--- config.mk ---
export PLATFORM = sky130hd
export DESIGN_NAME = sdl_loader
export DESIGN_NICKNAME = d
export VERILOG_FILES = /design/src/rtl/sdl_pkg.sv /design/src/rtl/sdl_sync.sv /design/src/rtl/sdl_edge.sv /design/src/rtl/sdl_shift.sv /design/src/rtl/sdl_latch.sv /design/src/rtl/sdl_loader.sv
export SDC_FILE = /design/constraint.sdc
export NUM_CORES = 1
export LEC_CHECK = 0
export BUFFER_PORTS_ARGS = -buffer_cell sky130_fd_sc_hd__clkbuf_2
export CELL_PAD_IN_SITES_DETAIL_PLACEMENT = 0
export CELL_PAD_IN_SITES_GLOBAL_PLACEMENT = 1
export CORE_MARGIN = 5
export CORE_UTILIZATION = 49
export CTS_BUF_LIST = sky130_fd_sc_hd__clkbuf_16
export DETAILED_ROUTE_END_ITERATION = 10
export GPL_ROUTABILITY_DRIVEN = 1
export PLACE_DENSITY_LB_ADDON = 0.1
export RECOVER_POWER = 100
export SYNTH_ARGS = -nofsm -noshare
export SYNTH_HDL_FRONTEND = slang
export SYNTH_SLANG_ARGS = --single-unit
--- constraint.sdc ---
create_clock -name clk_i -period 4.3 [get_ports clk_i]
set_clock_uncertainty 0.05 [all_clocks]
set_input_delay 0.43 -clock clk_i [delete_from_list [all_inputs] [get_ports clk_i]]
set_output_delay 0.43 -clock clk_i [all_outputs]
set_load 0.02 [all_outputs]
--- src/rtl/sdl_pkg.sv ---
package sdl_pkg;
  localparam int unsigned REF_CNT_W = 14;
  localparam int unsigned SWAL_W    = 7;
  localparam int unsigned MAIN_W    = 11;

  function automatic int unsigned max2(input int unsigned a, input int unsigned b);
    return (a > b) ? a : b;
  endfunction
endpackage

--- src/rtl/sdl_sync.sv ---
module sdl_sync #(
  parameter int unsigned STAGES  = 2,
  parameter logic        RST_VAL = 1'b0
) (
  input  logic clk_i,
  input  logic rst_ni,
  input  logic async_i,
  output logic level_o
);
  logic [STAGES-1:0] q;

  for (genvar i = 0; i < STAGES; i++) begin : g_stage
    always_ff @(posedge clk_i or negedge rst_ni) begin
      if (!rst_ni) q[i] <= RST_VAL;
      else if (i == 0) q[i] <= async_i;
      else q[i] <= q[(i == 0) ? 0 : i-1];
    end
  end

  assign level_o = q[STAGES-1];
endmodule

--- src/rtl/sdl_edge.sv ---
module sdl_edge #(
  parameter logic RST_VAL = 1'b0
) (
  input  logic clk_i,
  input  logic rst_ni,
  input  logic level_i,
  output logic rise_o
);
  logic prev_q;

  always_ff @(posedge clk_i or negedge rst_ni) begin
    if (!rst_ni) prev_q <= RST_VAL;
    else prev_q <= level_i;
  end

  assign rise_o = level_i & ~prev_q;

  // one transfer per pin rise
  p_single_rise_r7: assert property (@(posedge clk_i) disable iff (!rst_ni)
    rise_o |=> !rise_o);
endmodule

--- src/rtl/sdl_shift.sv ---
module sdl_shift #(
  parameter int unsigned LEN = 19
) (
  input  logic           clk_i,
  input  logic           rst_ni,
  input  logic           shift_en_i,
  input  logic           bit_i,
  output logic [LEN-1:0] sr_o
);
  // newest bit enters at the top, so LSB-first words end right-aligned
  always_ff @(posedge clk_i or negedge rst_ni) begin
    if (!rst_ni) sr_o <= '0;
    else if (shift_en_i) sr_o <= {bit_i, sr_o[LEN-1:1]};
  end
endmodule

--- src/rtl/sdl_latch.sv ---
module sdl_latch #(
  parameter int unsigned   W   = 8,
  parameter logic [W-1:0]  DEF = '0
) (
  input  logic         clk_i,
  input  logic         rst_ni,
  input  logic         load_i,
  input  logic [W-1:0] d_i,
  output logic [W-1:0] q_o
);
  always_ff @(posedge clk_i or negedge rst_ni) begin
    if (!rst_ni) q_o <= DEF;
    else if (load_i) q_o <= d_i;
  end

  p_hold_r8: assert property (@(posedge clk_i) disable iff (!rst_ni)
    !load_i |=> $stable(q_o));
endmodule

--- src/rtl/sdl_loader.sv ---
module sdl_loader
  import sdl_pkg::*;
#(
  parameter int unsigned      R_W         = REF_CNT_W,
  parameter int unsigned      A_W         = SWAL_W,
  parameter int unsigned      N_W         = MAIN_W,
  parameter int unsigned      SYNC_STAGES = 2,
  parameter logic [R_W-1:0]   DEF_R       = 100,
  parameter logic             DEF_SW      = 1'b0,
  parameter logic [A_W-1:0]   DEF_A       = 5,
  parameter logic [N_W-1:0]   DEF_N       = 200
) (
  input  logic           clk_i,
  input  logic           rst_ni,
  input  logic           ser_data_i,
  input  logic           ser_clk_i,
  input  logic           ser_le_i,
  output logic [R_W-1:0] r_cnt_o,
  output logic           sw_o,
  output logic [A_W-1:0] a_cnt_o,
  output logic [N_W-1:0] n_cnt_o
);
  localparam int unsigned REF_LEN = R_W + 2;
  localparam int unsigned PRG_LEN = A_W + N_W + 1;
  localparam int unsigned SR_LEN  = max2(REF_LEN, PRG_LEN);
  localparam int unsigned REF_OFF = SR_LEN - REF_LEN;
  localparam int unsigned PRG_OFF = SR_LEN - PRG_LEN;

  logic data_lvl, sclk_lvl, le_lvl;
  logic sclk_rise, le_rise;
  logic shift_en, ctrl, load_ref, load_prg;
  logic [SR_LEN-1:0] sr;

  sdl_sync #(.STAGES(SYNC_STAGES), .RST_VAL(1'b0)) i_sync_data (
    .clk_i, .rst_ni, .async_i(ser_data_i), .level_o(data_lvl));
  sdl_sync #(.STAGES(SYNC_STAGES), .RST_VAL(1'b0)) i_sync_sclk (
    .clk_i, .rst_ni, .async_i(ser_clk_i), .level_o(sclk_lvl));
  // load enable rests high: reset to 1 so release of reset is not a rise
  sdl_sync #(.STAGES(SYNC_STAGES), .RST_VAL(1'b1)) i_sync_le (
    .clk_i, .rst_ni, .async_i(ser_le_i), .level_o(le_lvl));

  sdl_edge #(.RST_VAL(1'b0)) i_edge_sclk (
    .clk_i, .rst_ni, .level_i(sclk_lvl), .rise_o(sclk_rise));
  sdl_edge #(.RST_VAL(1'b1)) i_edge_le (
    .clk_i, .rst_ni, .level_i(le_lvl), .rise_o(le_rise));

  assign shift_en = sclk_rise & ~le_lvl;

  sdl_shift #(.LEN(SR_LEN)) i_shift (
    .clk_i, .rst_ni, .shift_en_i(shift_en), .bit_i(data_lvl), .sr_o(sr));

  assign ctrl     = sr[SR_LEN-1];
  assign load_ref = le_rise &  ctrl;
  assign load_prg = le_rise & ~ctrl;

  sdl_latch #(.W(R_W+1), .DEF({DEF_SW, DEF_R})) i_ref_latch (
    .clk_i, .rst_ni, .load_i(load_ref),
    .d_i({sr[REF_OFF+R_W], sr[REF_OFF +: R_W]}),
    .q_o({sw_o, r_cnt_o}));

  sdl_latch #(.W(A_W+N_W), .DEF({DEF_N, DEF_A})) i_prg_latch (
    .clk_i, .rst_ni, .load_i(load_prg),
    .d_i(sr[PRG_OFF +: A_W+N_W]),
    .q_o({n_cnt_o, a_cnt_o}));

  p_le_freeze_r6: assert property (@(posedge clk_i) disable iff (!rst_ni)
    le_lvl |=> $stable(sr));
  p_prg_keep_r3: assert property (@(posedge clk_i) disable iff (!rst_ni)
    load_ref |=> $stable({n_cnt_o, a_cnt_o}));
  p_ref_keep_r4: assert property (@(posedge clk_i) disable iff (!rst_ni)
    load_prg |=> $stable({sw_o, r_cnt_o}));
endmodule

# After elaboration in Yosys (flattened, before gate mapping)
# Cells that the tools add are included.
# totals
regBits,60
latchBits,0
ram_bits,0
mem_bits_ro,0
input_bits,5
out_inout_bits,33
elab_cells,20
n_memories,0
# op_classes
add_sub_neg,0
mul,0
div_mod_pow,0
n_lt_le_gt_ge,0
n_eq_ne,0
shift,0
n_mux,0
bitwise_logic,9
n_reduce_logical,0
# op_table
op,count
$and A1 B1 Y1,5
$not A1 Y1,4

# Logic depth before layout (Yosys ltp)
# Gate-level depths: netlist (run 1).
# depth
word_depth,3
depth_mapped,4
ltp_nobuf,2

# Modules after synthesis
# A second synthesis (run 1) with hierarchy kept.
# hier_totals
hier_cells,123
hier_area_um2,2357.3
# modules_own_cells
module,n_inst,cells_per_inst,area_per_inst_um2,seq_area_each_um2
sdl_shift,1,40,758.2,475.5
sdl_latch (i_prg_latch),1,38,728.2,456.7
sdl_latch (i_ref_latch),1,32,616.8,379.1
sdl_sync (i_sync_data ...),2,2,50.0,50.0
sdl_sync (i_sync_le),1,2,52.6,52.6
sdl_edge (i_edge_le),1,2,40.0,26.3
sdl_edge (i_edge_sclk),1,2,38.8,25.0
sdl_loader,1,3,22.5,0.0

# Worst setup path before layout (run 1)
# Ideal clock, no wire load.
# synth_path
path_type,register to register
from,reg i_sync_le.q[1] (netlist: i_sync_le.level_o)
to,reg i_prg_latch.q_o[11]
setup_time_ps,125
arrival_ps,1307
t_required_ps,4125
path_slack_ps,2818
stages_incl_launch_ff,5
path_buffers,2
synth_period_minus_slack_ps,1482
path_cell_list,dfstp_2 > nor3b_2 > buf_6 > buf_6 > mux2_2
# synth_between
elab_chain_len,2
# synth_lines
item,line_no,text
start: declaration,sdl_sync.sv:10,logic [STAGES-1:0] q;
start signal: indexed assignment,sdl_sync.sv:15,else if (i == 0) q[i] <= async_i;
start signal: indexed assignment,sdl_sync.sv:16,else q[i] <= q[(i == 0) ? 0 : i-1];
$and A1 B1 Y1,sdl_edge.sv:16,assign rise_o = level_i & ~prev_q;
$and A1 B1 Y1,sdl_loader.sv:54,assign load_prg = le_rise & ~ctrl;
end signal: assignment,sdl_latch.sv:13,else if (load_i) q_o <= d_i;
end: declaration,sdl_latch.sv:9,output logic [W-1:0] q_o
# Every way passes these cells.
# A chain may end at the register's enable or synchronous reset.

# Worst setup path in the final report (run 1)
# layout_path
from,reg i_sync_le.q[1] (netlist: i_sync_le.level_o)
to,reg i_prg_latch.q_o[1]
# Same word-level chain as after synthesis.

==> impl_metrics.tcl, run 1 <==
set metrics [dict create \
    cts_resized 0 \
    min_path_type "in -> reg" \
    n_fill_cell 357 \
    syn_area_per_cell_sq_um 18.24 \
    period_share 0.6141 \
    design.core.area_sq_um 4354 \
    synth_top_area_frac 0.5603 \
    wl_um 3606 \
    grt_pass1_wl_um 6354 \
    rsz0062_at_grt "false" \
    grt_pass1_vias 1254 \
    required_ns 4.44 \
    hold_ws_ns 0.1524 \
    status "complete, no violations" \
    multiInputGateArea_sq_um 608.1 \
    setup_viol 0 \
    synthFlopType "dfrtp_1" \
    wire_per_inst_um 16.32 \
    layout.area.seq_sq_um 1515 \
    nNetsFinal 171 \
    max_slew_margin 0.1498 \
    synthArstFlopShare 1.000 \
    finalCriticalPeriod_ns 2.641 \
    cts_htree_levels 3 \
    grt_max_degree 61 \
    start_util 0.5026 \
    finalMaxSlewViolations 0 \
    firstDrtPassIters 7 \
    cts_num_sinks 60 \
    synth_fp_nets 125 \
    synth_area_sq_um 2188 \
    antenna_found_initial 0 \
    ys_ff_latch 60 \
    ys_warn_count 0 \
    cts_buffer_depth 2 \
    synth_edf_count 0 \
    synthCells 120 \
    cts_buffers 9 \
    wl_met2_um 1672 \
    tightest_slew_ns 1.273 \
    grt-ovfl-total 0 \
    p_leak_nw 1.219 \
    start_kind "register" \
    grt_usage 0.1386 \
    route.top_layer_used "met4" \
    cap_violations 0 \
    clkLatencyLatePin_ns 0.31 \
    cts_tree "yes" \
    pin_count 38 \
    via_per_inst 5.109 \
    synth_area_leaders "dfrtp_1, mux2_2, dfstp_2" \
    drt_iter0_drc 49 \
    cellPowerDensity_nw_per_um2 617.9 \
    cts_setup_buffers 0 \
    drc 0 \
    netlist_top_cells_count "mux2_2, dfrtp_1, dfstp_2" \
    worstSetupEndpointType "register" \
    die_y_um 76.83 \
    max_freq_mhz 378.7 \
    crit_fanout 11 \
    cts_hold_buf 0 \
    worst_ir_drop_vdd_uv 303.9 \
    hold_viol 0 \
    gp_congestion 0.6712 \
    arrival_ns 2.78 \
    antennaDiodeCount 0 \
    wl_met1_um 1733 \
    worstSetupPathType "reg -> reg" \
    power_mw 1.603 \
    routed-wl-met3_um 168 \
    area_delta_synth_final_pct 18.58 \
    rows 24 \
    ys_seq_area_frac 0.6924 \
    yosys.cell_count.top_type "mux2_2" \
    io_buffers 37 \
    fp.dieW_um 76.83 \
    yosysTopAreaCell "dfrtp_1" \
    dp_hpwl_um 2293 \
    antenna_left 0 \
    ys_types 9 \
    vias 1129 \
    cts-root-buf "clkbuf_16" \
    tns_ns 0 \
    clk_pin_slew_ns 0.05 \
    dieArea_sq_um 5903 \
    drive_above_1_share 0.4675 \
    rrSetupSlack_ns 1.66 \
]
cell usage in the layout, fill, tap and decap left out, drive strengths merged:
cell type,count
nor3b,2
dfrtp,49
mux2,52
inv,1
clkinv,4
nand3b,1
clkbuf,48
dfstp,11
buf,1
stage by stage:
| stage | std cells | util | setup slack (ns) | instance area (sq um) |
|---|---|---|---|---|
| 2_1_floorplan | 120 | - | 2.818 | 2188 |
| 3_3_place_gp | 207 | 0.5534 | 2.385 | 2410 |
| 3_5_place_dp | 207 | 0.5534 | 2.295 | 2410 |
| 4_1_cts | 221 | 0.6103 | 2.300 | 2658 |
| 5_1_grt | 221 | 0.5960 | 1.458 | 2595 |
| 6_report | 221 | 0.5960 | 1.659 | 2595 |
critical path, stage by stage (launching register included):
cell      delay [ns]
dfstp_1         0.56
nor3b_1         0.95
clkbuf_1        0.56
mux2_2          0.41
final cells by class:
class	count	share of cell area
Sequential cell	60	0.5839
Clock inverter	5	0.008679
Multi-Input combinational cell	55	0.2343
Timing Repair Buffer	40	0.06123
Tap cell	52	0.02507
Clock buffer	9	0.08679
path summary, 6_finish.rpt:
kind	endpoint	depth (start not counted)	startpoint
max in group asynchronous	i_ref_latch.q_o[7]	2	rst_ni
worst min register to register	i_sync_sclk.level_o	0	i_sync_sclk.q[0]
worst max-delay path	i_prg_latch.q_o[1]	3	i_sync_le.level_o
worst max register to register	i_prg_latch.q_o[1]	3	i_sync_le.level_o
worst min-delay path	i_sync_le.q[0]	1	ser_le_i
min in group asynchronous	i_shift.sr_o[1]	2	rst_ni
routing by layer:
layer,up-vias,track usage
li1,518,-
met4,0,0.06818
met2,25,0.2046
met3,4,0.04684
met5,-,0
met1,582,0.1822
registers in the layout (all words and copies together) (netlist names):
signal	cells
i_sync_data.q	1
i_edge_sclk.prev_q	1
i_ref_latch.q_o	15
i_prg_latch.q_o	18
i_sync_data.level_o	1
i_edge_le.prev_q	1
i_sync_le.q	1
i_sync_sclk.q	1
i_sync_le.level_o	1
i_sync_sclk.level_o	1
i_shift.sr_o	19
logic make-up after synthesis:
| family | synth area share |
|---|---|
| mux | 0.2676 |
| flops | 0.6924 |
| simple gates | 0.01429 |
| buf+inv | 0.02573 |
report_power, final:
group / switching (mW) / leakage [nW] / internal [mW]
Combinational: 0.154 / 0.329 / 0.111
Sequential: 0.0668 / 0.760 / 0.679
Clock: 0.218 / 0.130 / 0.374
Total: 0.438 / 1.22 / 1.16
No activity file was read; power rests on OpenSTA's default activity.
==> inputs of run 2 (changes only) <==
--- a/config.mk
+++ b/config.mk
@@ -9,7 +9,7 @@
 export CELL_PAD_IN_SITES_DETAIL_PLACEMENT = 0
 export CELL_PAD_IN_SITES_GLOBAL_PLACEMENT = 1
 export CORE_MARGIN = 5
-export CORE_UTILIZATION = 49
+export CORE_UTILIZATION = 46
 export CTS_BUF_LIST = sky130_fd_sc_hd__clkbuf_16
 export DETAILED_ROUTE_END_ITERATION = 10
 export GPL_ROUTABILITY_DRIVEN = 1
==> constraint.sdc (replaced) <==
create_clock -name clk_i -period 2.5 [get_ports clk_i]
set_clock_uncertainty 0.05 [all_clocks]
set_input_delay 0.25 -clock clk_i [delete_from_list [all_inputs] [get_ports clk_i]]
set_output_delay 0.25 -clock clk_i [all_outputs]
set_load 0.02 [all_outputs]
==> run 2 against run 1 <==
Against the previous run:
- design area rose by 2.6%
- sequential power is 73% higher
- largest cell class unchanged
- combinational power grew 75%
- cell count up 5.0%
==> impl_metrics.tcl, run 2 (synthesis results as in run 1) <==
set metrics [dict create \
    final_cell_area_sq_um 2661 \
    arrival_ns 2.07 \
    routed-wl-met3_um 187 \
    top_regs "i_shift.sr_o: 19 flops, i_prg_latch.q_o: 18 flops, i_ref_latch.q_o: 15 flops" \
    firstDrtPassIters 4 \
    cts_htree_levels 3 \
    final_common_cell "mux2_2" \
    wl_met1_um 1696 \
    timing.rr.start "i_sync_le.level_o" \
    mostFrequentLayoutCells "mux2_2, dfrtp_1, clkbuf_1, dfstp_2, clkbuf_16" \
    cts_resized 0 \
    largest_register "i_shift.sr_o" \
    p_leak_nw 1.255 \
    layout.area.seq_sq_um 1515 \
    grt-ovfl-total 0 \
    cts_buffers 9 \
    finalCriticalPeriod_ns 1.929 \
    cts_hold_buf 4 \
    cts-root-buf "clkbuf_16" \
    worst_ir_drop_vdd_uv 488.6 \
    max_slew_margin 0.1651 \
    pin_count 38 \
    multiInputGateArea_sq_um 613.1 \
    setup_viol 0 \
    grt_usage 0.1375 \
    tightest_slew_ns 1.252 \
    wl_met2_um 1754 \
    gp_congestion 0.6738 \
    antenna_found_initial 0 \
    cts_tree "yes" \
    route.top_layer_used "met4" \
    dp_hpwl_um 2481 \
    hold_viol 0 \
    hold_ws_ns 0.3045 \
    worstSetupPathType "reg -> reg" \
    antennaDiodeCount 0 \
    grt_pass1_vias 1269 \
    period_share 0.7717 \
    required_ns 2.64 \
    start_util 0.4695 \
    via_per_inst 5.022 \
    crit_fanout 7 \
    cts_num_sinks 60 \
    die_y_um 78.98 \
    rsz0062_at_grt "false" \
    post_dp_cell_area_sq_um 2435 \
    io_buffers 37 \
    start_kind "register" \
    drc 0 \
    cap_violations 0 \
    grt_max_degree 25 \
    area_delta_synth_final_pct 21.61 \
    fp.dieW_um 78.98 \
    finalMaxSlewViolations 0 \
    vias 1165 \
    status "complete, no violations" \
    clk_pin_slew_ns 0.05 \
    drt_iter0_drc 44 \
    clkLatencyLatePin_ns 0.31 \
    max_freq_mhz 518.3 \
    hold_start "i_sync_sclk.q[0]" \
    grt_pass1_wl_um 6375 \
    cts_buffer_depth 2 \
    worstSetupEndpointType "register" \
    antenna_left 0 \
    design.core.area_sq_um 4661 \
    min_path_type "reg -> reg" \
    largest_reg_flops 19 \
    cellPowerDensity_nw_per_um2 1041 \
    wire_per_inst_um 15.81 \
    nNetsFinal 178 \
    dieArea_sq_um 6237 \
    startpoint "i_sync_le.level_o" \
    n_fill_cell 400 \
    wl_um 3668 \
    rows 25 \
    tns_ns 0 \
    cts_setup_buffers 0 \
    drive_above_1_share 0.4494 \
]
-- run 2: cell types whose count changed in the layout (fill, tap and decap cells not counted) --
cell	delta
nor3b_2	+1
nor3b_1	-1
inv_1	+3
dlygate4sd3_1	+4
clkinv_1	-1
clkbuf_1	+3
-- run 2: worst paths after layout --
check / end / slack, ns / cells after the start
setup / recovery: i_prg_latch.q_o[12] / 0.57 / 3
hold / removal: i_sync_sclk.level_o / 0.30 / 0
setup reg to reg: i_prg_latch.q_o[12] / 0.57 / 3
hold reg to reg: i_sync_sclk.level_o / 0.30 / 0
max in group asynchronous: i_prg_latch.q_o[0] / 0.63 / 3
min in group asynchronous: i_ref_latch.q_o[4] / 0.68 / 2
-- run 2: critical path, stage by stage (launching register included) --
cell	delay [ns]
dfstp_1	0.56
nor3b_2	0.45
clkbuf_1	0.38
mux2_2	0.38
-- run 2: area by class of cell --
| class | instances | area share |
|---|---|---|
| flip-flops and latches | 60 | 0.5693 |
| multi-input cells | 55 | 0.2304 |
| clock buffers | 9 | 0.08463 |
| repair buffers | 47 | 0.07898 |
| well taps | 54 | 0.02539 |
| clock inverters | 7 | 0.01128 |
-- run 2: metal layers --
metal  GRT usage  vias up
li1            -      532
met3     0.03968        2
met2      0.2020       30
met5           0        -
met4     0.09278        0
met1      0.1757      601
-- run 2: report_power, final --
| part | switching, mW | internal (mW) |
|---|---|---|
| Clock | 0.371 | 0.646 |
| Combinational | 0.268 | 0.197 |
| Sequential | 0.118 | 1.17 |
-- run 2: stage by stage --
stage                 util  power, mW  cells  setup slack (ns)
CTS                 0.5858      2.849    232            0.7046
global placement    0.5224      1.792    212            0.7573
finish              0.5710      2.769    232            0.5708
floorplan                -      1.612    120             1.018
global route        0.5710      2.909    232            0.3383
detailed placement  0.5224      1.807    212            0.7147
